### config.mk
export PLATFORM = sky130hd
export DESIGN_NAME = serial_reg_loader
export DESIGN_NICKNAME = d
export VERILOG_FILES = /design/src/rtl/srl_pkg.sv /design/src/rtl/srl_sync.sv /design/src/rtl/srl_edge.sv /design/src/rtl/srl_shifter.sv /design/src/rtl/srl_latch_bank.sv /design/src/rtl/serial_reg_loader.sv
export SDC_FILE = /design/constraint.sdc
export NUM_CORES = 1
export LEC_CHECK = 0
export BUFFER_PORTS_ARGS = -buffer_cell sky130_fd_sc_hd__buf_2
export CORE_MARGIN = 10
export CORE_UTILIZATION = 35
export DETAILED_ROUTE_END_ITERATION = 12
export GPL_TIMING_DRIVEN = 0
export PLACE_DENSITY = 0.59
export SETUP_SLACK_MARGIN = 0.05
export SYNTH_ARGS = -nofsm -noshare
export SYNTH_HDL_FRONTEND = slang
export SYNTH_HIERARCHICAL = 1
export SYNTH_SLANG_ARGS = --single-unit
export TNS_END_PERCENT = 5
### constraint.sdc
create_clock -name clk -period 1.9 [get_ports clk]
set_input_delay 0.285 -clock clk [delete_from_list [all_inputs] [get_ports clk]]
set_output_delay 0.285 -clock clk [all_outputs]
set_load 0.01 [all_outputs]
### src/rtl/srl_pkg.sv
package srl_pkg;
  localparam int WORD_W   = 24;
  localparam int ADDR_W   = 2;
  localparam int N_REGS   = 1 << ADDR_W;
  localparam int SYNC_N   = 2;

  localparam int FRAC_LSB = 2;
  localparam int FRAC_W   = 12;
  localparam int NINT_LSB = 14;
  localparam int NINT_W   = 9;
  localparam int MOD_LSB  = 2;
  localparam int MOD_W    = 12;
  localparam int RDIV_LSB = 14;
  localparam int RDIV_W   = 4;
  localparam int MUX_LSB  = 2;
  localparam int MUX_W    = 3;

  typedef enum logic [ADDR_W-1:0] {
    ADR_FB   = 2'd0,
    ADR_REF  = 2'd1,
    ADR_CTRL = 2'd2,
    ADR_SPUR = 2'd3
  } reg_addr_e;

  typedef enum logic [MUX_W-1:0] {
    MUX_HIZ   = 3'd0,
    MUX_DLOCK = 3'd1,
    MUX_NOUT  = 3'd2,
    MUX_HIGH  = 3'd3,
    MUX_ROUT  = 3'd4,
    MUX_ALOCK = 3'd5,
    MUX_FLOCK = 3'd6,
    MUX_LOW   = 3'd7
  } mux_code_e;
endpackage

### src/rtl/srl_sync.sv
module srl_sync #(
  parameter int W      = 3,
  parameter int STAGES = 2
) (
  input  logic         clk,
  input  logic         rst,
  input  logic [W-1:0] d,
  output logic [W-1:0] q
);
  logic [W-1:0] chain [STAGES];

  always_ff @(posedge clk) begin
    if (rst) chain[0] <= '0;
    else     chain[0] <= d;
  end

  for (genvar s = 1; s < STAGES; s++) begin : g_stage
    always_ff @(posedge clk) begin
      if (rst) chain[s] <= '0;
      else     chain[s] <= chain[s-1];
    end
  end

  assign q = chain[STAGES-1];
endmodule

### src/rtl/srl_edge.sv
module srl_edge #(
  parameter int W = 2
) (
  input  logic         clk,
  input  logic         rst,
  input  logic [W-1:0] sig,
  output logic [W-1:0] rise
);
  logic [W-1:0] prev;

  always_ff @(posedge clk) begin
    if (rst) prev <= '0;
    else     prev <= sig;
  end

  for (genvar i = 0; i < W; i++) begin : g_rise
    assign rise[i] = sig[i] & ~prev[i];
  end
endmodule

### src/rtl/srl_shifter.sv
module srl_shifter
  import srl_pkg::*;
(
  input  logic              clk,
  input  logic              rst,
  input  logic              shift_en,
  input  logic              bit_in,
  output logic [WORD_W-1:0] word
);
  always_ff @(posedge clk) begin
    if (rst)           word <= '0;
    else if (shift_en) word <= {word[WORD_W-2:0], bit_in};
  end

  // the newest bit lands in bit 0, older bits move up one place
  a_r2_msb_first_shift: assert property (@(posedge clk) disable iff (rst)
    $past(shift_en) && !$past(rst) |->
      (word[0] == $past(bit_in)) && (word[WORD_W-1:1] == $past(word[WORD_W-2:0])));
endmodule

### src/rtl/srl_latch_bank.sv
module srl_latch_bank
  import srl_pkg::*;
(
  input  logic              clk,
  input  logic              rst,
  input  logic              load,
  input  logic [WORD_W-1:0] word,
  output logic [RDIV_W-1:0] r_div,
  output logic [NINT_W-1:0] n_int,
  output logic [FRAC_W-1:0] frac,
  output logic [MOD_W-1:0]  mod_active,
  output logic [WORD_W-1:0] ctrl_word,
  output logic [WORD_W-1:0] spur_word,
  output logic [MUX_W-1:0]  mux_sel,
  output logic [N_REGS-1:0] upd_stb,
  output logic              mod_stb
);
  logic [MOD_W-1:0] mod_stage;
  reg_addr_e        addr;

  assign addr = reg_addr_e'(word[ADDR_W-1:0]);

  always_ff @(posedge clk) begin
    if (rst) begin
      r_div      <= '0;
      n_int      <= '0;
      frac       <= '0;
      mod_stage  <= '0;
      mod_active <= '0;
      ctrl_word  <= '0;
      spur_word  <= '0;
      mux_sel    <= MUX_HIZ;
      upd_stb    <= '0;
      mod_stb    <= 1'b0;
    end else begin
      upd_stb <= '0;
      mod_stb <= 1'b0;
      if (load) begin
        upd_stb[addr] <= 1'b1;
        unique case (addr)
          ADR_FB: begin
            n_int      <= word[NINT_LSB +: NINT_W];
            frac       <= word[FRAC_LSB +: FRAC_W];
            mod_active <= mod_stage;
            mod_stb    <= (mod_stage != mod_active);
          end
          ADR_REF: begin
            r_div     <= word[RDIV_LSB +: RDIV_W];
            mod_stage <= word[MOD_LSB +: MOD_W];
          end
          ADR_CTRL: begin
            ctrl_word <= word;
            mux_sel   <= word[MUX_LSB +: MUX_W];
          end
          ADR_SPUR: spur_word <= word;
          default: ;
        endcase
      end
    end
  end

  // at most one holding register is written per cycle
  a_r9_strobe_onehot: assert property (@(posedge clk) disable iff (rst)
    $onehot0(upd_stb));

  // the active modulus moves only together with a feedback write
  a_r8_mod_only_on_fb: assert property (@(posedge clk) disable iff (rst)
    !$stable(mod_active) |-> upd_stb[ADR_FB]);

  // the modulus strobe marks an actual change
  a_r8_mod_stb_change: assert property (@(posedge clk) disable iff (rst)
    mod_stb |-> upd_stb[ADR_FB] && !$stable(mod_active));

  // a reference write leaves the active modulus alone
  a_r4_ref_keeps_mod: assert property (@(posedge clk) disable iff (rst)
    upd_stb[ADR_REF] |-> $stable(mod_active));

  // the control word is untouched unless the control register is written
  a_r7_ctrl_isolated: assert property (@(posedge clk) disable iff (rst)
    !upd_stb[ADR_CTRL] |-> $stable(ctrl_word) && $stable(mux_sel));
endmodule

### src/rtl/serial_reg_loader.sv
module serial_reg_loader
  import srl_pkg::*;
(
  input  logic              clk,
  input  logic              rst,
  input  logic              ser_clk,
  input  logic              ser_data,
  input  logic              ser_le,
  output logic [RDIV_W-1:0] r_div,
  output logic [NINT_W-1:0] n_int,
  output logic [FRAC_W-1:0] frac,
  output logic [MOD_W-1:0]  mod_active,
  output logic [WORD_W-1:0] ctrl_word,
  output logic [WORD_W-1:0] spur_word,
  output logic [MUX_W-1:0]  mux_sel,
  output logic [N_REGS-1:0] upd_stb,
  output logic              mod_stb
);
  logic [2:0]        pins_s;
  logic [1:0]        rises;
  logic [WORD_W-1:0] shift_word;

  srl_sync #(.W(3), .STAGES(SYNC_N)) i_sync (
    .clk (clk),
    .rst (rst),
    .d   ({ser_le, ser_data, ser_clk}),
    .q   (pins_s)
  );

  srl_edge #(.W(2)) i_edge (
    .clk  (clk),
    .rst  (rst),
    .sig  ({pins_s[2], pins_s[0]}),
    .rise (rises)
  );

  srl_shifter i_shift (
    .clk      (clk),
    .rst      (rst),
    .shift_en (rises[0]),
    .bit_in   (pins_s[1]),
    .word     (shift_word)
  );

  srl_latch_bank i_bank (
    .clk        (clk),
    .rst        (rst),
    .load       (rises[1]),
    .word       (shift_word),
    .r_div      (r_div),
    .n_int      (n_int),
    .frac       (frac),
    .mod_active (mod_active),
    .ctrl_word  (ctrl_word),
    .spur_word  (spur_word),
    .mux_sel    (mux_sel),
    .upd_stb    (upd_stb),
    .mod_stb    (mod_stb)
  );

  // a write strobe only follows a synchronized load edge
  a_r10_no_load_no_write: assert property (@(posedge clk) disable iff (rst)
    !$past(rises[1]) |-> upd_stb == '0);
endmodule

; After elaboration in Yosys (flattened, before gate mapping)
; Memories as Yosys holds them, arrays and structs flattened.
; Index checks and enable logic that the tools add are counted.
[totals]
ff_bits = 131
inputBits = 5
out_inout_bits = 93
n_memories = 1
ram_bits = 6
wordCells = 42
[op_classes]
magnitude_cmp = 2
reduce_logical = 8
eq_ne = 4
n_mux = 7
n_bitwise = 8
[mem_list]
columns = name, words, width, rd, rd_ports_with_merged_regs, write_ports, line
row1 = i_sync.chain, 2, 3, 2, 0, 2, srl_sync.sv:10  ; logic [W-1:0] chain [STAGES];
[op_table]
columns = cell, n
row1 = != test 12 bit, 1
row2 = AND reduction 2 bit, 4
row3 = two-way mux 3 bit, 2
row4 = == test 2 bit (second input constant), 2
row5 = two-way mux 1 bit, 4
row6 = NOT 1 bit, 4
row7 = less-than comparator 2 x 3 -> 1 bit (second input constant), 1
row8 = OR reduction 3 bit, 1
row9 = bitwise AND 1 bit, 2
row10 = demux 1 bit (select 2 bit), 1
row11 = == test 2 x 1 -> 1 bit (second input constant), 1
row12 = greater-or-equal comparator 2 x 1 -> 1 bit (second input constant), 1
row13 = zero test 2 bit, 1
row14 = bitwise OR 1 bit, 2
row15 = OR reduction 2 bit, 1
row16 = logical AND 1 bit, 1

; Logic depth before layout (Yosys ltp)
[logic_depth]
depth_word = 4
depth_mapped = 7

; Modules after synthesis
; Netlist, hierarchy kept.
[modules_own_cells]
columns = module, cells_per_inst, instances, area_each_um2, seq_area_each_um2
row1 = srl_latch_bank, 453, 1, 3653.5, 2042.0
row2 = srl_shifter, 77, 1, 869.6, 480.5
row3 = srl_sync, 12, 1, 157.7, 120.1
row4 = srl_edge, 6, 1, 70.1, 40.0

; Least setup slack after synthesis
; OpenSTA, ideal clock, no wires.
[synth_path]
kind = register -> register
startpoint = memory i_sync.chain[1][2]
endpoint = register i_bank.mod_active[0]
period_less_slack_ns = 1.365
slack_ns = 0.535
t_required_ns = 1.768
stages_incl_launch_ff = 7
setup_ns = 0.132
arrival_ns = 1.233
cell_sequence = dfxtp_1 nor2b_2 or3b_1 buf_6 buf_6 nand2_1 a21oi_1
[synth_lines]
columns = item, line
row1 = start: declaration, srl_sync.sv:10
row2 = end signal: assignment, srl_latch_bank.sv:44  ; mod_active <= mod_stage;
row3 = end: declaration, srl_latch_bank.sv:11  ; output logic [MOD_W-1:0] mod_active,

==> key figures <==
STA
  – Number of failing hold endpoints at the final stage: 0
  – Clk_skew: slightly above 0.007 ns
  – Slew headroom: around three fifths
  – Period utilization: 87.62%
  – Actual slew at the worst max-slew pin: 0.6003 ns
  – Max Transition Viols Final: 0
  – Setup violators final: 0
  – Max Fclk: ~0.60 GHz
  – Worst hold margin: between 0.08 and 0.09 ns
  – RSZ-0062 raised after global routing: false
  – Setup TNS: 0 ns
  – Fin crit period: 1.665 ns

Yosys
  – Ranking of synthesized cells by area: dfxtp_1 56%, nand2_1 15%, a21oi_1 9.8%, mux2i_1 5.1%, nor2_1 2.7%
  – Top post-synthesis cells by count: 187 x nand2_1, 134 x dfxtp_1, 93 x a21oi_1, 34 x nor2_1, 24 x mux2i_1
  – Top_reg_cell synth: dfxtp_1
  – Area leader, netlist: dfxtp_1
  – Syn_area_per_cell: ~8.7 sq um
  – Register area share after synthesis: approximately 56%
  – Asr flop ratio synth: 0%
  – EDFF count, synth: 0
  – Synthesized cell area: roughly 4800 sq um
  – Post-Synthesis Cells: 548
  – Flops & latches, synth: about 130
  – Syn Nets: approximately 550
  – Count leader, synth: nand2_1
  – Yosys top cell area share: between 50% and 60%
  – YS warnings: 6
  – Post-synthesis cell type count: 26

Worst setup path
  – Slowest CP cell: nor3b_2
  – Critical-path maximum fanout: 10
  – Crit path capture type: register
  – CP max stage delay: about 0.44 ns
  – Cell family with most CP delay: simple AND/OR/NAND/NOR gates
  – Worst Setup Start Kind: register
  – RR Endpoint: i_bank/frac[11]
  – CP arrival: 2.00 ns
  – CP bufs+invs: 1
  – WS Path Type: register to register
  – Reg2Reg Depth: 5
  – R2r setup slk: roughly 0.24 ns
  – Critical-path cell list: nor2b_2, nor3b_2, buf_2, nand2_1, a21oi_1
  – WP data required: ~2.2 ns
  – Reg-to-Reg Start: i_sync/chain[1][2]

Clock network
  – TritonCTS buffer count: 17
  – Cts hold-fix bufs: 0
  – CTS sink count: ~130
  – Post-cts sizing count: 0
  – Clock Latency Late Sink: around 0.41 ns
  – Post-CTS Setup Bufs: 0
  – Htree depth: 4
  – CTS root buf: clkbuf_16
  – Clock Pin Slew Worst Setup and Hold Paths: 0.05 ns
  – Clk buf depth: 2
  – CTS tree: done

Place
  – Hpwl dp: between 9 and 10 mm
  – GPL Wtd Cong: approximately 0.77
  – PortBufs: between 90 and 100
  – Dpl cells: slightly above 800

Floorplanning
  – Die Span Y: between 100 and 150 microns
  – Total Die Area: 18630 sq um
  – Top Ports: 98
  – Initial core utilization: between 30% and 40%
  – DIE WIDTH: between 100 and 150 microns
  – Core Box Area: about 13000 sq um
  – Cell row count: 42

Pwr
  – Logic pwr share: 1.9%
  – Clock Power Share: a little under three fifths
  – Reg power frac: a little over two fifths
  – Leak Pwr: 2.459 nW
  – Pint: ~5.4 mW
  – Psw: 1.248 mW
  – Tot Pwr: ~6.7 mW
  – Sw Share: between 10% and 20%
  – PwrDens: between 1000 and 1500 nW/um^2
  – Max IR drop VDD: 0.0005476 V

Route
  – First-pass detailed-route iteration total: 6
  – Post-route DRC: 0
  – Routed WL: 13.39 mm
  – Vias: between 4000 and 5000
  – Via density: about 4.7
  – Wirelength per Cell: approximately 16 microns
  – First DRT Iteration DRCs: around 170
  – Detail Route Antenna Nets: 0

Worst hold path
  – Cell depth of the worst hold path: 2
  – Tightest Hold Check Type: input pin to register
  – Hold Startpoint: ser_le
  – Worst Hold Path EP: i_sync/chain[0][2]

Cells and area
  – Nets: approximately 670
  – Fill cells: ~1300
  – Cell Count, Final, Fillers Out: between 800 and 900
  – Ratio of cells with drive above 1 in the final layout: between 20% and 30%
  – Area growth from synthesis to layout: 29.02%
  – # diodes: 0

Job
  – Max Cap Viol: 0

Global route
  – Number of global-route vias before repair: 4102
  – Total track usage: roughly 15%
  – Largest net degree at the start of global routing: 18
  – Initial antenna violation count: 0
  – Total gr overflow: 0
  – Global-route wire length before repair: between 20 and 25 mm

Outcome
  – Status: finished, final reports clean
[cell usage in the layout, fill, tap and decap left out, types with 3 or more instances in the layout]
master,synthesis,layout
nand2_1,187,187
dfxtp_1,134,134
buf_2,15,112
a21oi_1,93,93
nor2_1,34,34
mux2i_1,24,24
clkbuf_16,0,17
clkbuf_1,12,15
xnor2_1,12,12
nor2b_1,8,8
bufinv_16,0,6
buf_6,6,6
clkinv_2,0,3
clkbuf_8,0,3
nand4_1,3,3
buf_4,3,3
[final cells by class]
type                    count  area [sq um]  area share, %
flip-flops and latches    134          2683          43.76
multi-input cells         374          1810          29.54
repair buffers             97         485.5          7.920
clock buffers              23         478.0          7.798
plain buffers              40         257.7          4.205
well taps                 176         220.2          3.593
clock inverters             9         195.2          3.184
[worst max-delay path by stage]
stage / startpoint / end / slack (ns) / cells after the start
after CTS: i_sync/chain[1][2] / i_bank/frac[11] / 0.15 / 5
after global placement: rst / i_bank/frac[11] / 0.12 / 4
after floorplan: i_sync/chain[1][2] / i_bank/mod_active[0] / 0.53 / 6
after detailed placement: rst / i_bank/frac[8] / 0.09 / 4
after global routing: i_sync/chain[1][2] / i_bank/frac[11] / 0.06 / 5
final: i_sync/chain[1][2] / i_bank/frac[11] / 0.24 / 5
[power groups by stage]
stage | Clock (mW) | Sequential [mW] | Combinational (mW)
5_1_grt | 3.92 | 2.82 | 0.138
6_report | 3.72 | 2.82 | 0.126
2_1_floorplan | 0 | 2.88 | 0.0880
3_3_place_gp | 0 | 2.88 | 0.125
3_5_place_dp | 0 | 2.88 | 0.128
4_1_cts | 3.76 | 2.82 | 0.128
[sequential cells by signal, summed over array words and instances, names as in the netlist]
| name | count |
|---|---|
| i_bank/ctrl_word | 24 |
| i_bank/spur_word | 24 |
| i_shift/word | 24 |
| i_bank/frac | 12 |
| i_bank/mod_active | 12 |
| i_bank/mod_stage | 12 |
| i_bank/n_int | 9 |
| i_sync/chain | 6 |
| i_bank/r_div | 4 |
| i_bank/upd_stb | 4 |
| i_edge/prev | 2 |
| i_bank/mod_stb | 1 |
[stage by stage]
step / setup slack (ns) / instance area [sq um] / util, %
global route: 0.06113 / 6130 / 46.10
finish: 0.2353 / 6130 / 46.10
global placement: 0.1249 / 5456 / 41.04
detailed placement: 0.09055 / 5456 / 41.04
CTS: 0.1473 / 6130 / 46.10
floorplan: 0.5349 / 4751 / -
[routing by layer]
metal  track usage, %  share of wire [%]  vias up
li1                 -                  -     1994
met1            17.15                 44     1893
met2            23.99                 48      106
met3            4.582                6.5       14
met4            6.391                1.1        0
met5                0                  0        -
[cell families after synthesis]
kind of cell	count (synthesis)	share of synthesized area, %
DFF	134	56.47
and+or+nand+nor	245	21.04
muxes	24	5.057
AOI/OAI and AO/OA	93	9.797
xor gates and xnor gates	12	2.212
buffers and inverters	40	5.425
No activity file was read; power rests on OpenSTA's default activity.
